<file path="config.mk">
export PLATFORM = sky130hd
export DESIGN_NAME = blkxfer_seq
export DESIGN_NICKNAME = d
export VERILOG_FILES = /design/src/rtl/blkxfer_pkg.sv /design/src/rtl/blkxfer_decode.sv /design/src/rtl/blkxfer_cursor.sv /design/src/rtl/blkxfer_seq.sv
export SDC_FILE = /design/constraint.sdc
export NUM_CORES = 1
export LEC_CHECK = 0
export ABC_CLOCK_PERIOD_IN_PS = 4350
export BUFFER_PORTS_ARGS = -buffer_cell sky130_fd_sc_hd__buf_2
export CAP_MARGIN = 20
export CORE_UTILIZATION = 47
export DETAILED_ROUTE_END_ITERATION = 8
export PLACE_DENSITY = 0.95
export SYNTH_ARGS = -nofsm -noshare
export SYNTH_HDL_FRONTEND = slang
export SYNTH_HIERARCHICAL = 1
export SYNTH_SLANG_ARGS = --single-unit
</file>
<file path="constraint.sdc">
create_clock -name clk -period 4.35 [get_ports clk]
set_clock_uncertainty 0.15 [all_clocks]
set_input_delay 0.87 -clock clk [delete_from_list [all_inputs] [get_ports clk]]
set_output_delay 0.87 -clock clk [all_outputs]
set_load 0.05 [all_outputs]
</file>
<file path="src/rtl/blkxfer_pkg.sv">
package blkxfer_pkg;
  typedef enum logic [1:0] {
    OP_QLD = 2'b00,
    OP_QST = 2'b01,
    OP_RLD = 2'b10,
    OP_RST = 2'b11
  } xfer_op_e;

  typedef enum logic [1:0] {
    ST_IDLE = 2'b00,
    ST_REQ  = 2'b01,
    ST_RSP  = 2'b10
  } seq_state_e;

  localparam logic [9:0] GROUP_PREFIX = 10'b0000000001;
endpackage

</file>
<file path="src/rtl/blkxfer_decode.sv">
module blkxfer_decode
  import blkxfer_pkg::*;
#(
  parameter int REG_AW  = 4,
  parameter int QUAD_LO = 4
) (
  input  logic [15:0]       instr,
  output logic              hit,
  output xfer_op_e          op,
  output logic [REG_AW-1:0] base_reg,
  output logic [REG_AW-1:0] first_reg,
  output logic [REG_AW-1:0] last_reg,
  output logic              bad
);
  localparam int QUAD_HI = QUAD_LO + 3;
  localparam int TOP_REG = (1 << REG_AW) - 1;

  logic [REG_AW-1:0] field;
  logic              field_in_quad;

  assign field         = instr[REG_AW-1:0];
  assign hit           = (instr[15:6] == GROUP_PREFIX);
  assign op            = xfer_op_e'(instr[5:4]);
  assign field_in_quad = (int'(field) >= QUAD_LO) && (int'(field) <= QUAD_HI);

  always_comb begin
    if (!op[1]) begin
      base_reg  = field;
      first_reg = REG_AW'(QUAD_LO);
      last_reg  = REG_AW'(QUAD_HI);
      bad       = (op == OP_QLD) && field_in_quad;
    end else begin
      base_reg  = '0;
      first_reg = field;
      last_reg  = REG_AW'(TOP_REG);
      bad       = (field == '0) || (field == REG_AW'(TOP_REG));
    end
  end
endmodule

</file>
<file path="src/rtl/blkxfer_cursor.sv">
module blkxfer_cursor #(
  parameter int REG_AW     = 4,
  parameter int ADDR_W     = 32,
  parameter int WORD_BYTES = 4
) (
  input  logic              clk,
  input  logic              rst_n,
  input  logic              load,
  input  logic              step,
  input  logic [REG_AW-1:0] first_reg,
  input  logic [REG_AW-1:0] last_reg,
  input  logic [ADDR_W-1:0] base_addr,
  output logic [REG_AW-1:0] cur_reg,
  output logic [ADDR_W-1:0] cur_addr,
  output logic              at_last
);
  localparam logic [ADDR_W-1:0] STRIDE = ADDR_W'(WORD_BYTES);

  logic [REG_AW-1:0] last_q;

  always_ff @(posedge clk or negedge rst_n) begin
    if (!rst_n) begin
      cur_reg  <= '0;
      cur_addr <= '0;
      last_q   <= '0;
    end else if (load) begin
      cur_reg  <= first_reg;
      cur_addr <= base_addr;
      last_q   <= last_reg;
    end else if (step) begin
      cur_reg  <= cur_reg + 1'b1;
      cur_addr <= cur_addr + STRIDE;
    end
  end

  assign at_last = (cur_reg == last_q);
endmodule

</file>
<file path="src/rtl/blkxfer_seq.sv">
module blkxfer_seq
  import blkxfer_pkg::*;
#(
  parameter int REG_AW  = 4,
  parameter int DATA_W  = 32,
  parameter int ADDR_W  = 32,
  parameter int QUAD_LO = 4
) (
  input  logic              clk,
  input  logic              rst_n,
  input  logic              start,
  input  logic [15:0]       instr,
  output logic              busy,
  output logic              done,
  output logic              illegal,
  output logic [REG_AW-1:0] rf_raddr,
  input  logic [DATA_W-1:0] rf_rdata,
  output logic              rf_we,
  output logic [REG_AW-1:0] rf_waddr,
  output logic [DATA_W-1:0] rf_wdata,
  output logic              mem_req_valid,
  input  logic              mem_req_ready,
  output logic              mem_req_write,
  output logic [ADDR_W-1:0] mem_req_addr,
  output logic [DATA_W-1:0] mem_req_wdata,
  input  logic              mem_rsp_valid,
  input  logic [DATA_W-1:0] mem_rsp_rdata
);
  localparam int WORD_BYTES = DATA_W / 8;

  seq_state_e        state_q, state_d;
  logic              load_q;
  logic              illegal_q, done_q;
  logic              dec_hit, dec_bad;
  xfer_op_e          dec_op;
  logic [REG_AW-1:0] dec_base, dec_first, dec_last;
  logic [REG_AW-1:0] cur_reg;
  logic [ADDR_W-1:0] cur_addr;
  logic              at_last;
  logic              accept, launch, req_hs, rsp_take, advance, finish;

  blkxfer_decode #(.REG_AW(REG_AW), .QUAD_LO(QUAD_LO)) u_dec (
    .instr(instr), .hit(dec_hit), .op(dec_op), .base_reg(dec_base),
    .first_reg(dec_first), .last_reg(dec_last), .bad(dec_bad)
  );

  blkxfer_cursor #(.REG_AW(REG_AW), .ADDR_W(ADDR_W), .WORD_BYTES(WORD_BYTES)) u_cur (
    .clk(clk), .rst_n(rst_n), .load(launch), .step(advance && !at_last),
    .first_reg(dec_first), .last_reg(dec_last), .base_addr(ADDR_W'(rf_rdata)),
    .cur_reg(cur_reg), .cur_addr(cur_addr), .at_last(at_last)
  );

  assign accept   = start && (state_q == ST_IDLE) && dec_hit;
  assign launch   = accept && !dec_bad;
  assign req_hs   = (state_q == ST_REQ) && mem_req_ready;
  assign rsp_take = (state_q == ST_RSP) && mem_rsp_valid;
  assign advance  = (req_hs && !load_q) || rsp_take;
  assign finish   = advance && at_last;

  always_comb begin
    state_d = state_q;
    unique case (state_q)
      ST_IDLE: if (launch) state_d = ST_REQ;
      ST_REQ:  if (req_hs) state_d = load_q ? ST_RSP : (at_last ? ST_IDLE : ST_REQ);
      ST_RSP:  if (rsp_take) state_d = at_last ? ST_IDLE : ST_REQ;
      default: state_d = ST_IDLE;
    endcase
  end

  always_ff @(posedge clk or negedge rst_n) begin
    if (!rst_n) begin
      state_q   <= ST_IDLE;
      load_q    <= 1'b0;
      illegal_q <= 1'b0;
      done_q    <= 1'b0;
    end else begin
      state_q   <= state_d;
      illegal_q <= accept && dec_bad;
      done_q    <= finish;
      if (launch) load_q <= !dec_op[0];
    end
  end

  assign busy          = (state_q != ST_IDLE);
  assign done          = done_q;
  assign illegal       = illegal_q;
  assign rf_raddr      = (state_q == ST_IDLE) ? dec_base : cur_reg;
  assign mem_req_valid = (state_q == ST_REQ);
  assign mem_req_write = !load_q;
  assign mem_req_addr  = cur_addr;
  assign mem_req_wdata = rf_rdata;
  assign rf_we         = rsp_take;
  assign rf_waddr      = cur_reg;
  assign rf_wdata      = mem_rsp_rdata;
endmodule

</file>
; ---- After elaboration in Yosys (flattened, before gate mapping)
; Index checks and enable logic that the tools add are counted.
[op_classes]
add_sub_neg = 2
multipliers = 0
div = 0
order_cmp = 2
eq_ne = 8
shift = 0
n_mux = 15
n_bitwise = 0
reduce_logical = 23
[ops]
columns = op, n
row1 = $mux W32, 2
row2 = $add A32 B3 Y32 const B, 1
row3 = $mux W4, 6
row4 = $logic_and A1 B1 Y1, 11
row5 = $eq A10 B1 Y1 const B, 1
row6 = $mux W2, 4
row7 = $pmux W2 S3, 1
row8 = $add A4 B1 Y4 const B, 1
row9 = $eq A4 B4 Y1, 1
row10 = $eq A4 B4 Y1 const B, 1
row11 = $ge A4 B3 Y1 const B, 1
row12 = $le A4 B3 Y1 const B, 1
row13 = $logic_not A1 Y1, 4
row14 = $logic_not A2 Y1, 2
row15 = $logic_not A4 Y1, 1
row16 = $ne A2 B2 Y1 const B, 2
row17 = $reduce_bool A2 Y1, 2
row18 = $reduce_and A3 Y1, 1
row19 = $eq A2 B1 Y1 const B, 1
row20 = $eq A2 B2 Y1 const B, 1
row21 = $logic_or A1 B1 Y1, 2
row22 = $mux W1, 2
row23 = $ne A2 B1 Y1 const B, 1
[totals]
ff_bits = 45
latch_bits = 0
ram_bits = 0
mem_bits_ro = 0
inputBits = 85
out_inout_bits = 110
word_cells = 57
n_memories = 0

; ---- Longest topological paths before layout
[logic_depth]
ltp_word = 8
ltp_mapped = 9
mapped_depth_nobuf = 7

; ---- Modules after synthesis
; The synthesis kept the hierarchy.
[by_module_without_submodules]
columns = module, instances, cells_each, area_each_um2, seq_area_each_um2
row1 = blkxfer_cursor, 1, 233, 2204.6, 1001.0
row2 = blkxfer_seq, 1, 92, 782.0, 125.1
row3 = blkxfer_decode, 1, 22, 160.2, 0.0

; ---- Worst setup path before layout
; Ideal clock, no wire load.
[synth_timing]
path_kind = input to register
from = input instr[11]
to = register u_cur.cur_addr[0]
setup_ns = 0.125
t_arrival_ns = 2.809
required_time_ns = 4.075
setup_slack_ns = 1.266
cell_stages = 6
path_buffers = 2
cell_sequence = or4_4 > nor4_2 > and4b_4 > clkbuf_1 > buf_1 > mux2_2
[synth_via]
elab_chain_cells = 4
word_cells_on_any_way = 5
classes_between = eq/ne: 1 / mux: 1 / reduce/logical: 3
[synth_lines]
columns = item, line
row1 = from (decl), blkxfer_seq.sv:12  ; input logic [15:0] instr,
row2 = $eq A10 B1 Y1 *, blkxfer_decode.sv:22  ; assign hit = (instr[15:6] == GROUP_PREFIX);
row3 = named net dec_hit, blkxfer_seq.sv:34  ; logic dec_hit, dec_bad;
row4 = $logic_and A1 B1 Y1 *, blkxfer_seq.sv:53  ; assign accept = start && (state_q == ST_IDLE) && dec_hit;
row5 = $logic_and A1 B1 Y1 *, blkxfer_seq.sv:54  ; assign launch = accept && !dec_bad;
row6 = named net launch, blkxfer_seq.sv:40  ; logic accept, launch, req_hs, rsp_take, advance, finish;
row7 = $mux W32 or $reduce_bool A2 Y1 (tied branches), -
row8 = to (signal assigned), blkxfer_cursor.sv:28  ; cur_addr <= base_addr;
row9 = to (signal assigned), blkxfer_cursor.sv:32  ; cur_addr <= cur_addr + STRIDE;
row10 = to (decl), blkxfer_cursor.sv:14  ; output logic [ADDR_W-1:0] cur_addr,
; Mark *: on every way through the listed nets, which the timed path passes. The rest lies on a longest branch.
; A chain may end at the register's enable or synchronous reset.

; ---- Worst setup path after layout
[layout_timing]
from = input mem_req_ready
to = register u_cur.cur_addr[27]
[layout_via]
elab_chain_cells = 5
[layout_lines]
columns = item, line
row1 = from (decl), blkxfer_seq.sv:22  ; input logic mem_req_ready,
row2 = $logic_and A1 B1 Y1, blkxfer_seq.sv:55  ; assign req_hs = (state_q == ST_REQ) && mem_req_ready;
row3 = $logic_and A1 B1 Y1, blkxfer_seq.sv:57  ; assign advance = (req_hs && !load_q) || rsp_take;
row4 = $logic_or A1 B1 Y1, blkxfer_seq.sv:57
row5 = $logic_and A1 B1 Y1, blkxfer_seq.sv:48  ; .clk(clk), .rst_n(rst_n), .load(launch), .step(advance && !at_last),
row6 = $reduce_bool A2 Y1 (no source line), -
; No other way between the ends.

==> impl_metrics.toml <==
[routing]
vias = 2730
drtAntennaViolNets = 0
post_drt_wl_per_cell_um = 15.4
first_pass_iters = 4
drc_errors = 0
routed_wl_mm = 7.44
drtIter0Drc = 130
vias_per_cell = 5.65

[critical_path]
endpoint_kind = "register"
arrival_ns = 3.02
crit_required_ns = 4.42
timing_worst_setup_path_type = "in2reg"
path_max_fanout = 10
critPathLaunchType = "input port"

[floorplanning]
die_h_um = 83.7
pin_count = 195
chipWidth_um = 83.7
design.die.area_sq_um = 7010
initial_utilization_pct = 49.2
fp-row-count = 29
fp.coreArea_sq_um = 6390

[synthesis]
synth_area_sq_um = 3140
syn_area_per_cell_sq_um = 9.07
ys_warn_count = 6
syn_inst = 346

[sta]
worst_pin_slew_ns = 0.565
tns_ns = 0
slew_viol_final = 0
setup_viol = 0
hold_violations = 0
rsz0062_at_grt = "no"
period_needed_ns = 2.96
period_share_pct = 67.9
relSlewSlack_pct = 62.0
fmax_ghz = 0.338

[global_routing]
antenna_found_initial = 0
grt_pass1_vias = 2533
grt_use_total_pct = 20.8
grt_max_degree = 46
grt_pass1_wl_mm = 11.8
overflow = 0

[cts]
htreeDepth = 2
path_clk_slew_ns = 0.08
clock-sinks = 45
cts_hold_buf = 0
clockRootBuffer = "clkbuf_8"
clkLatencyLatePin_ns = 0.29
clk_path_buf_depth = 2
cts_setup_buffers = 0
cts_tree = "built"
cts_made_buffers = 5
cts_resized = 0

[final_layout]
num_antenna_cells = 0
area_growth_syn_to_layout_pct = 9.09
drive_gt1_share_pct = 39.7
multi_input_area_sq_um = 1410
fill_cells = 608
regArea_sq_um = 1130
final_common_cell = "buf_2"
layout_common_cells = "buf_2, dfrtp_1, nand2_1, nor2_1, or4_1"
num-nets-final = 494
postLayoutCellArea_sq_um = 3420
largest_register_ffs = 32

[placed_design]
numPortBuffers = 130
dp_hpwl_mm = 5.48
place_congestion = 0.887
dpl-instance-area_sq_um = 3330

[pwr]
intPower_mw = 0.575
power_frac_comb_pct = 19.6
switching_power_mw = 0.266
peakVddDrop_v = 0.000155
pwr-share-clk_pct = 29.0
p_sw_share_pct = 31.7
power_mw = 0.841
cellPowerDensity_nw_per_um2 = 246
seq_power_share_pct = 51.4
p_leak_nw = 1.73

[run_status]
status = "completed"

[flow_run]
max_cap_viol_count = 0

[hold_path]
hold_class = "in2async"
through the flow:
stage               instances  hold slack, ns  setup slack, ns  utilization [%]
floorplan                 348           0.351             1.27                -
global placement          476           0.339             1.30             52.2
detailed placement        476           0.340             1.15             52.2
CTS                       482           0.368             1.47             53.3
global route              483           0.225             1.16             53.6
finish                    483           0.232             1.39             53.6
critical path, stage by stage:
cell      delay [ns]
buf_2           0.09
nand3b_1        0.09
o21a_1          0.20
nor2_1          0.35
and3_1          0.30
nand4_1         0.35
or4_1           0.59
a31oi_1         0.18
final cells by class:
cell class	count	area share (%)
Clock inverter	1	0.146
Tap cell	77	2.81
Sequential cell	45	32.9
Clock buffer	5	2.01
Multi-Input combinational cell	214	41.2
Timing Repair Buffer	133	20.0
Inverter	8	0.877
final timing paths:
kind / slack [ns] / start / depth (start not counted) / end
max: 1.39 / mem_req_ready / 8 / u_cur/cur_addr[27]$_DFFE_PN0N_
min: 0.23 / rst_n / 1 / done$_DFF_PN0_
max reg2reg: 1.50 / state_q[1]$_DFFE_PN0P_ / 7 / u_cur/cur_addr[27]$_DFFE_PN0N_
min reg2reg: 0.37 / u_cur/cur_addr[1]$_DFFE_PN0P_ / 1 / u_cur/cur_addr[1]$_DFFE_PN0P_
max in group asynchronous: 3.37 / rst_n / 2 / u_cur/cur_addr[18]$_DFFE_PN0N_
min in group clk: 0.37 / u_cur/cur_addr[1]$_DFFE_PN0P_ / 1 / u_cur/cur_addr[1]$_DFFE_PN0P_
routing by layer:
metal  track usage, %  up-vias  routed length (um)
met4             8.47        0                 153
met5                0        -                   0
li1                 -     1288                   -
met1             25.8     1280                3170
met3             3.66       21                 509
met2             35.8      141                3610
power by group through the flow:
stage	Sequential (mW)	Combinational (mW)	Clock (mW)
after floorplan	0.459	0.185	0
after global placement	0.440	0.161	0
after detailed placement	0.441	0.163	0
after CTS	0.432	0.164	0.252
after global routing	0.434	0.174	0.270
final	0.432	0.165	0.244
(Power assumes the default switching activity.)
